File: config.mk
export PLATFORM = sky130hd
export DESIGN_NAME = fan_period_meter
export DESIGN_NICKNAME = d
export VERILOG_FILES = /design/src/rtl/fanp_pkg.sv /design/src/rtl/fanp_tach_sync.sv /design/src/rtl/fanp_prescale.sv /design/src/rtl/fanp_period_core.sv /design/src/rtl/fan_period_meter.sv
export SDC_FILE = /design/constraint.sdc
export NUM_CORES = 1
export LEC_CHECK = 0
export ABC_AREA = 1
export CAP_MARGIN = 10
export CORE_UTILIZATION = 65
export CTS_BUF_LIST = sky130_fd_sc_hd__clkbuf_2 sky130_fd_sc_hd__clkbuf_4 sky130_fd_sc_hd__clkbuf_8
export DETAILED_ROUTE_END_ITERATION = 12
export DONT_BUFFER_PORTS = 1
export PLACE_DENSITY = 0.88
export REMOVE_ABC_BUFFERS = 1
export SETUP_SLACK_MARGIN = 0.4
export SYNTH_ARGS = -nofsm -noshare
export SYNTH_HDL_FRONTEND = slang
export SYNTH_SLANG_ARGS = --single-unit
File: constraint.sdc
create_clock -name clk -period 2.03 [get_ports clk]
set_input_delay 0 -clock clk [delete_from_list [all_inputs] [get_ports clk]]
set_output_delay 0 -clock clk [all_outputs]
set_load 0.01 [all_outputs]
File: src/rtl/fanp_pkg.sv
package fanp_pkg;

    localparam int unsigned CNT_W_DEF  = 8;
    localparam int unsigned SEL_W_DEF  = 2;
    localparam int unsigned SYNC_N_DEF = 2;

    // Per-cycle events passed from the front end to the counting core.
    typedef struct packed {
        logic rise;
        logic tick;
    } fanp_evt_t;

endpackage

File: src/rtl/fanp_tach_sync.sv
module fanp_tach_sync #(
    parameter int SYNC_N = 2
) (
    input  logic clk,
    input  logic rst_n,
    input  logic tach_i,
    output logic rise_o
);
    localparam int CHAIN_W = SYNC_N + 1;

    typedef struct packed {
        logic [CHAIN_W-1:0] chain;
    } sync_st_t;

    sync_st_t st_d, st_q;

    always_comb begin
        st_d       = st_q;
        st_d.chain = {st_q.chain[CHAIN_W-2:0], tach_i};
        rise_o     = st_q.chain[CHAIN_W-2] & ~st_q.chain[CHAIN_W-1];
    end

    always_ff @(posedge clk or negedge rst_n) begin
        if (!rst_n) st_q <= '0;
        else        st_q <= st_d;
    end

    p_pulse_r4: assert property (@(posedge clk) disable iff (!rst_n)
        rise_o |=> !rise_o);

endmodule

File: src/rtl/fanp_prescale.sv
module fanp_prescale #(
    parameter int SEL_W = 2
) (
    input  logic             clk,
    input  logic             rst_n,
    input  logic             ref_tick_i,
    input  logic [SEL_W-1:0] sel_i,
    input  logic             restart_i,
    output logic             tick_o
);
    localparam int DIV_W = 1 << SEL_W;

    typedef struct packed {
        logic [DIV_W-1:0] div;
    } pre_st_t;

    pre_st_t          st_d, st_q;
    logic [DIV_W-1:0] lim;

    always_comb begin
        st_d   = st_q;
        // 00 -> 15 (divide by 16), 11 -> 1 (divide by 2)
        lim    = {DIV_W{1'b1}} >> sel_i;
        tick_o = ref_tick_i && !restart_i && (st_q.div >= lim);
        if (restart_i)       st_d.div = '0;
        else if (tick_o)     st_d.div = '0;
        else if (ref_tick_i) st_d.div = st_q.div + 1'b1;
    end

    always_ff @(posedge clk or negedge rst_n) begin
        if (!rst_n) st_q <= '0;
        else        st_q <= st_d;
    end

    p_wrap_r1: assert property (@(posedge clk) disable iff (!rst_n)
        tick_o |=> (st_q.div == '0));

    p_idle_r1: assert property (@(posedge clk) disable iff (!rst_n)
        (!ref_tick_i && !restart_i) |=> $stable(st_q.div));

endmodule

File: src/rtl/fanp_period_core.sv
module fanp_period_core #(
    parameter int CNT_W = 8
) (
    input  logic               clk,
    input  logic               rst_n,
    input  fanp_pkg::fanp_evt_t evt_i,
    input  logic               flt_en_i,
    input  logic               flt_clr_i,
    output logic [CNT_W-1:0]   res_o,
    output logic               fault_o
);
    localparam logic [CNT_W-1:0] CNT_MAX = {CNT_W{1'b1}};

    typedef struct packed {
        logic [CNT_W-1:0] cnt;
        logic [CNT_W-1:0] res;
        logic             ovf;
        logic             armed;
        logic             fault;
    } core_st_t;

    core_st_t st_d, st_q;
    logic     ovf_evt;

    always_comb begin
        st_d    = st_q;
        ovf_evt = 1'b0;
        if (evt_i.rise) begin
            if (st_q.armed && !st_q.ovf) st_d.res = st_q.cnt;
            st_d.cnt   = '0;
            st_d.ovf   = 1'b0;
            st_d.armed = 1'b1;
        end else if (evt_i.tick) begin
            if (st_q.cnt == CNT_MAX) begin
                ovf_evt  = !st_q.ovf;
                st_d.ovf = 1'b1;
                st_d.res = CNT_MAX;
            end else begin
                st_d.cnt = st_q.cnt + 1'b1;
            end
        end
        if (!flt_en_i || flt_clr_i)   st_d.fault = 1'b0;
        else if (st_q.ovf || ovf_evt) st_d.fault = 1'b1;
    end

    always_ff @(posedge clk or negedge rst_n) begin
        if (!rst_n) begin
            st_q       <= '0;
            st_q.res   <= CNT_MAX;
        end else begin
            st_q <= st_d;
        end
    end

    assign res_o   = st_q.res;
    assign fault_o = st_q.fault;

    p_hold_r2: assert property (@(posedge clk) disable iff (!rst_n)
        (!evt_i.rise && !evt_i.tick) |=> $stable(res_o));

    p_sat_r6: assert property (@(posedge clk) disable iff (!rst_n)
        st_q.ovf |-> (res_o == CNT_MAX));

    p_no_fault_off_r7: assert property (@(posedge clk) disable iff (!rst_n)
        !flt_en_i |=> !fault_o);

    p_clear_r8: assert property (@(posedge clk) disable iff (!rst_n)
        flt_clr_i |=> !fault_o);

    p_refire_r8: assert property (@(posedge clk) disable iff (!rst_n)
        (flt_en_i && !flt_clr_i && st_q.ovf) |=> fault_o);

endmodule

File: src/rtl/fan_period_meter.sv
module fan_period_meter #(
    parameter int CNT_W  = fanp_pkg::CNT_W_DEF,
    parameter int SEL_W  = fanp_pkg::SEL_W_DEF,
    parameter int SYNC_N = fanp_pkg::SYNC_N_DEF
) (
    input  logic             clk,
    input  logic             rst_n,
    input  logic             ref_tick,
    input  logic [SEL_W-1:0] div_sel,
    input  logic             tach_in,
    input  logic             flt_en,
    input  logic             flt_clr,
    output logic [CNT_W-1:0] period_o,
    output logic             fault_o
);
    fanp_pkg::fanp_evt_t evt;

    fanp_tach_sync #(.SYNC_N(SYNC_N)) u_sync (
        .clk    (clk),
        .rst_n  (rst_n),
        .tach_i (tach_in),
        .rise_o (evt.rise)
    );

    fanp_prescale #(.SEL_W(SEL_W)) u_pre (
        .clk        (clk),
        .rst_n      (rst_n),
        .ref_tick_i (ref_tick),
        .sel_i      (div_sel),
        .restart_i  (evt.rise),
        .tick_o     (evt.tick)
    );

    fanp_period_core #(.CNT_W(CNT_W)) u_core (
        .clk       (clk),
        .rst_n     (rst_n),
        .evt_i     (evt),
        .flt_en_i  (flt_en),
        .flt_clr_i (flt_clr),
        .res_o     (period_o),
        .fault_o   (fault_o)
    );

endmodule

==> impl_results.md, run 1 <==
- I/O Buffers: 0
- Final slew viol count: 0
- Rel. slew slack: 0.827
- Worst min path class: primary input to async pin
- Result of the run: finished clean
- Register bit total from synthesis: 26
- Starting density of the core: 0.723
- Vias/cell: roughly 5.5
- Register area share after synthesis: 0.447
- Mapped Avg Cell Area: 7.77 um2
- Total wire length: approximately 3 mm
- RSZ-0062 raised after global routing: true
- Setup-failing EPs final: 0
- Die X: slightly below 50 um
- R2R setup slack: between 300 and 400 ps
- H-tree levels: 1
- Vias in the first global route: between 1,000 and 1,500
- Leak: between 0.8 and 0.9 nW
- Sum of net half-perimeters after detailed placement: roughly 1.9 mm
- Grt total ovfl: 0
- Crit path kind: flop to flop
- Via Count: ~1,200
- Root Driver: clkbuf_4
- Max_cap viols: 0
- Final Util: 0.789
- Synth-to-layout area growth: 9.07%
- Largest net degree at the start of global routing: 27
- Post-synthesis xor/xnor area fraction: 0.0237
- Simple-gate share of the synthesized area: 0.344
- Total Power Consumption: around 0.0015 W
- CTS sink cnt: 26
- Final nets: 207
- Largest family of logic cells by synthesized area: simple AND/OR/NAND/NOR gates
- # rows: 16
- Clock Pin Slew Worst Setup and Hold Paths: ~140 ps
- DRT Pass-1 Iters: 4
- Die area: around 2500 um2
- Worst vdd ir: about 0.57 mV
- Gp weighted congestion: between 0.8 and 0.9
- Commonest non-fill, non-tap cells in the layout: nand2_1, inv_1, dfrtp_1
- Yosys cell types: 24
- Crit path launch type: flop
- Setup_tns: 0 ps
- Fin crit share: 0.808
- CP max FO: 11
- F_max: around 610 MHz
- I/O pin cnt: 17
- CP endpoint kind: flop
- Period minus WS final: about 1600 ps
- Initial drt markers: 34
- Worst EP arrival: about 1900 ps
- Ys Warns: 0
- Gr usage total: 0.266
- Synth Area in Compound Gates: 0.0373
- Final Skew: approximately 2.7 ps
- Final ANT Viol Nets: 0
- Wire length per cell: about 14 um
- Antenna diodes: 0
- Actual slew at the worst max-slew pin: ~260 ps
- Share of cells above drive strength 1: 0.207
- Mux share of post-synthesis cell area: 0
- DRC: 0
- Mapped Cells: between 150 and 200
- Num CTS Buffers: 3
- Req. time, crit path: roughly 2300 ps
- Area of the core: 2040 um2
- Initial antenna violation count: 0
- Area share of fa/ha/maj cells after synthesis: 0.0424
- Commonest non-fill, non-tap cell in the layout: nand2_1
- Worst skew pair latency: about 330 ps
- R2r worst-path depth: 10
- Power density cells: approximately 900 nW/um2
- Synthesized cell area: approximately 1500 um2
- CTS tree: built
- Fill cells: between 100 and 150
- CTS Buffer Depth: 2
- Die Height: between 40 and 50 um
- Final Hold Viols: 0
- First-pass GRT wire length: ~5.0 mm
path summary, 6_finish.rpt:
kind	from	end
max	u_pre.st_q[2]	u_core.res_o[1]
min in group clk	div_sel[1]	u_pre.st_q[0]
min	rst_n	u_core.st_q[11]
max reg2reg	u_pre.st_q[2]	u_core.res_o[1]
min reg2reg	u_sync.st_q[0]	u_sync.st_q[1]
max in group asynchronous	rst_n	u_core.res_o[7]
kinds of logic after synthesis:
group / after synthesis
DFF: 26
adders and majority gates: 5
AOI/OAI and AO/OA: 8
and+or+nand+nor: 115
xor gates and xnor gates: 4
buffers and inverters: 32
cell type report:
| class | count | area (um2) | share of cell area |
|---|---|---|---|
| flip-flops and latches | 26 | 661 | 0.410 |
| multi-input cells | 133 | 708 | 0.440 |
| inverters | 21 | 78.8 | 0.0490 |
| clock buffers | 4 | 36.3 | 0.0225 |
| repair buffers | 9 | 92.6 | 0.0575 |
| well taps | 27 | 33.8 | 0.0210 |
cell usage after synthesis:
cell | number | area, um2
nor2_1 | 13 | 48.8
inv_1 | 18 | 67.6
o21ai_0 | 3 | 15.0
dfstp_2 | 8 | 210
nor3b_1 | 1 | 7.51
a21oi_4 | 1 | 16.3
ha_1 | 5 | 62.6
a21oi_1 | 3 | 15.0
buf_4 | 9 | 67.6
inv_2 | 2 | 7.51
a21oi_2 | 1 | 8.76
nor2_4 | 2 | 22.5
dfrtp_1 | 18 | 450
clkinv_1 | 1 | 3.75
nand3_2 | 1 | 10.0
nand3_1 | 17 | 85.1
nand2_1 | 73 | 274
or2_2 | 4 | 25.0
nand2_4 | 2 | 22.5
nand2_2 | 1 | 6.26
nor2_2 | 1 | 6.26
buf_2 | 1 | 5.00
xor2_1 | 4 | 35.0
clkbuf_1 | 1 | 3.75
registers in the layout, indices dropped and copies added, names as in the netlist:
name	count
u_core.fault_o	1
u_core.res_o	8
u_core.st_q	10
u_pre.st_q	4
u_sync.st_q	3
timing repair:
action | 4_1_cts | 5_1_grt
setup endpoints to repair | 16 | 14
resized for setup | 4 | 5
endpoints found under the hold margin | 30 | 0
hold buffers | 6 | 0
pin swaps | 0 | 2
buffers inserted | 0 | 2
cloned | 0 | 1
layer usage:
metal | track usage | vias up | part of all wire
met5 | 0 | - | 0
li1 | - | 580 | -
met1 | 0.334 | 566 | 0.43
met2 | 0.459 | 41 | 0.49
met3 | 0.0401 | 13 | 0.051
met4 | 0.100 | 0 | 0.033
stage by stage:
| step | cells | setup WS, ps | hold slack, ps | cell area [um2] |
|---|---|---|---|---|
| after CTS | 217 | 400 | 78.7 | 1560 |
| after global routing | 220 | 311 | 94.0 | 1610 |
| final | 220 | 390 | 79.9 | 1610 |
| after detailed placement | 207 | 224 | -295 | 1440 |
| after floorplan | 179 | 498 | -296 | 1400 |
| after global placement | 207 | 423 | -295 | 1440 |
where the power goes:
group,switching (W),internal (W)
clock network,0.000155,0.000110
registers,0.000129,0.000686
logic,0.000243,0.000149
total,0.000528,0.000945
critical path: stages (launching register included):
cell and delay (ps):
dfrtp_1 440, ha_1 320, nand2_1 80, clkinv_1 80
nand2_2 100, nand2_2 80, nand2_2 100, nand2_4 110
nand2_4 120, nand2_1 80, nand2_1 80
No activity file was read; power rests on OpenSTA's default activity.
==> run 2, diff against run 1 <==
--- a/config.mk
+++ b/config.mk
@@ -7,11 +7,11 @@
 export LEC_CHECK = 0
 export ABC_AREA = 1
 export CAP_MARGIN = 10
-export CORE_UTILIZATION = 65
+export CORE_UTILIZATION = 59
 export CTS_BUF_LIST = sky130_fd_sc_hd__clkbuf_2 sky130_fd_sc_hd__clkbuf_4 sky130_fd_sc_hd__clkbuf_8
 export DETAILED_ROUTE_END_ITERATION = 12
 export DONT_BUFFER_PORTS = 1
-export PLACE_DENSITY = 0.88
+export PLACE_DENSITY = 0.85
 export REMOVE_ABC_BUFFERS = 1
 export SETUP_SLACK_MARGIN = 0.4
 export SYNTH_ARGS = -nofsm -noshare
==> constraint.sdc (replaced) <==
create_clock -name clk -period 1.4 [get_ports clk]
set_input_delay 0 -clock clk [delete_from_list [all_inputs] [get_ports clk]]
set_output_delay 0 -clock clk [all_outputs]
set_load 0.01 [all_outputs]
==> run 2 against run 1 <==
The run now ends with negative setup slack left. Die area up 9.8%. Clock power up 52%. Wire length up 67%. Sequential share of layout area down 7.2 points. Total power up 90%. Largest power group unchanged.
==> impl_results.md, run 2 (synthesized netlist as in run 1, its figures left out) <==
- Die area: between 2000 and 3000 um2
- Crit path launch type: flop
- Final std cells w/o fill: 238
- Register area: 661 um2
- Total wire length: between 5 and 6 mm
- Fill cells: 89
- DRT Pass-1 Iters: 7
- Starting density of the core: 0.649
- Final ANT Viol Nets: 0
- CTS tree: built
- Multi-input gate area: slightly above 900 um2
- I/O pin cnt: 17
- DRC: 0
- Vias in the first global route: roughly 1,400
- Leak: around 0.97 nW
- Final slew viol count: 0
- Gr usage total: 0.356
- RSZ-0062 raised after global routing: true
- Root Driver: clkbuf_4
- Initial drt markers: between 70 and 80
- H-tree levels: 1
- Synth-to-layout area growth: 32.5%
- Wire length per cell: between 20 and 25 um
- Violated checks: negative setup slack
- Worst min path class: primary input to async pin
- Period minus WS final: approximately 1600 ps
- Worst EP arrival: roughly 1900 ps
- Req. time, crit path: around 1700 ps
- I/O Buffers: 0
- Final Hold Viols: 0
- CP endpoint kind: flop
- Commonest non-fill, non-tap cell in the layout: nand2_1
- F_max: 619 MHz
- Placed instance count: about 220
- Worst skew pair latency: ~350 ps
- Via Count: about 1,500
- Num CTS Buffers: 3
- Fin worst setup slack: -216 ps
- Die X: about 52 um
- Largest register by flop count: u_core.st_q
- Grt total ovfl: 0
- CTS Buffer Depth: 2
- Clock Pin Slew Worst Setup and Hold Paths: approximately 150 ps
- CP max FO: 8
- Fin crit share: 1.15
- Worst vdd ir: about 1.3 mV
- Sum of net half-perimeters after detailed placement: approximately 2.1 mm
- Initial antenna violation count: 0
- Vias/cell: between 6 and 7
- Rel. slew slack: 0.830
- Largest register FFs: 10
- Final nets: ~220
- Largest net degree at the start of global routing: 27
- Power density cells: between 1000 and 1500 nW/um2
- Share of cells above drive strength 1: 0.405
- Gp weighted congestion: ~0.85
- Commonest non-fill, non-tap cells in the layout: nand2_1, dfrtp_1, inv_1
- Die Height: about 52 um
- Final Skew: around 9.8 ps
- Result of the run: finished, violations left
- First-pass GRT wire length: 6.64 mm
- Crit path kind: flop to flop
- Antenna diodes: 0
- Setup-failing EPs final: 22
- Actual slew at the worst max-slew pin: 254 ps
- Max_cap viols: 0
- CTS sink cnt: 26
- # rows: 17
- Worst hold margin: 61.4 ps
- Area of the core: between 2000 and 2500 um2
==> run 2: cell count changes in the layout (fill, tap and decap cells not counted), moves of 2 or more <==
cell	previous run	this run
buf_6	0	3
buf_4	3	15
a21oi_1	2	0
o21ai_0	3	1
nand2_8	0	2
nand2_2	5	11
nand2_1	68	55
nand2_4	3	9
nand3_1	16	11
ha_1	4	2
nand3_4	0	4
==> run 2: stage by stage <==
stage	utilization	setup WS [ps]	total power, W	TNS (ps)	cell area [um2]
2_1_floorplan	-	-132	0.00151	-1190	1400
3_5_place_dp	0.664	-287	0.00175	-3950	1510
5_1_grt	0.859	-313	0.00292	-4790	1960
4_1_cts	0.772	-23.8	0.00229	-118	1760
3_3_place_gp	0.664	-146	0.00168	-1540	1510
6_report	0.859	-216	0.00279	-2700	1960
==> run 2: worst paths after layout <==
path,start,end,slack [ps],cells past startpoint
worst max-delay path,u_pre.st_q[1],u_core.res_o[5],-220,10
max in group asynchronous,rst_n,u_core.res_o[1],1110,2
worst min-delay path,rst_n,u_core.st_q[13],60,2
worst max register to register,u_pre.st_q[1],u_core.res_o[5],-220,10
min in group clk,ref_tick,u_pre.st_q[3],110,5
worst min register to register,u_sync.st_q[0],u_sync.st_q[1],370,0
==> run 2: timing repair <==
| action | in CTS | in global routing |
|---|---|---|
| gates resized for setup | 25 | 34 |
| hold buffers | 5 | 0 |
| setup buffers | 4 | 5 |
| endpoints found under the hold margin | 28 | 0 |
| pin swaps | 14 | 14 |
| cloned | 3 | 0 |
| setup endpoints to repair | 23 | 23 |
==> run 2: area by class of cell <==
cell class,count,area share
inverter,21,0.0416
multi-input combinational,134,0.466
clock buffer,4,0.0186
tap,28,0.0179
timing repair buffer,25,0.118
sequential,26,0.338
==> run 2: layer usage <==
layer | global-route usage | up-vias | part of all wire
li1 | - | 622 | -
met1 | 0.374 | 730 | 0.34
met2 | 0.575 | 139 | 0.49
met3 | 0.0906 | 46 | 0.098
met4 | 0.329 | 0 | 0.080
met5 | 0 | - | 0
==> run 2: worst max-delay path: stages (launching register included) <==
cell	delay, ps
dfrtp_1	410
ha_1	300
nand2_2	90
nand2_2	80
nand2_4	90
nand2_4	70
nand2_4	120
nand2_8	90
nand2_8	110
nand2_1	70
nand2_1	120
==> run 2: report_power, final <==
part / internal, W / leakage [nW] / total (W) / switching (W)
logic: 0.000489 / 0.629 / 0.00118 / 0.000692
clock network: 0.000160 / 0.0210 / 0.000404 / 0.000244
registers: 0.000997 / 0.319 / 0.00121 / 0.000213
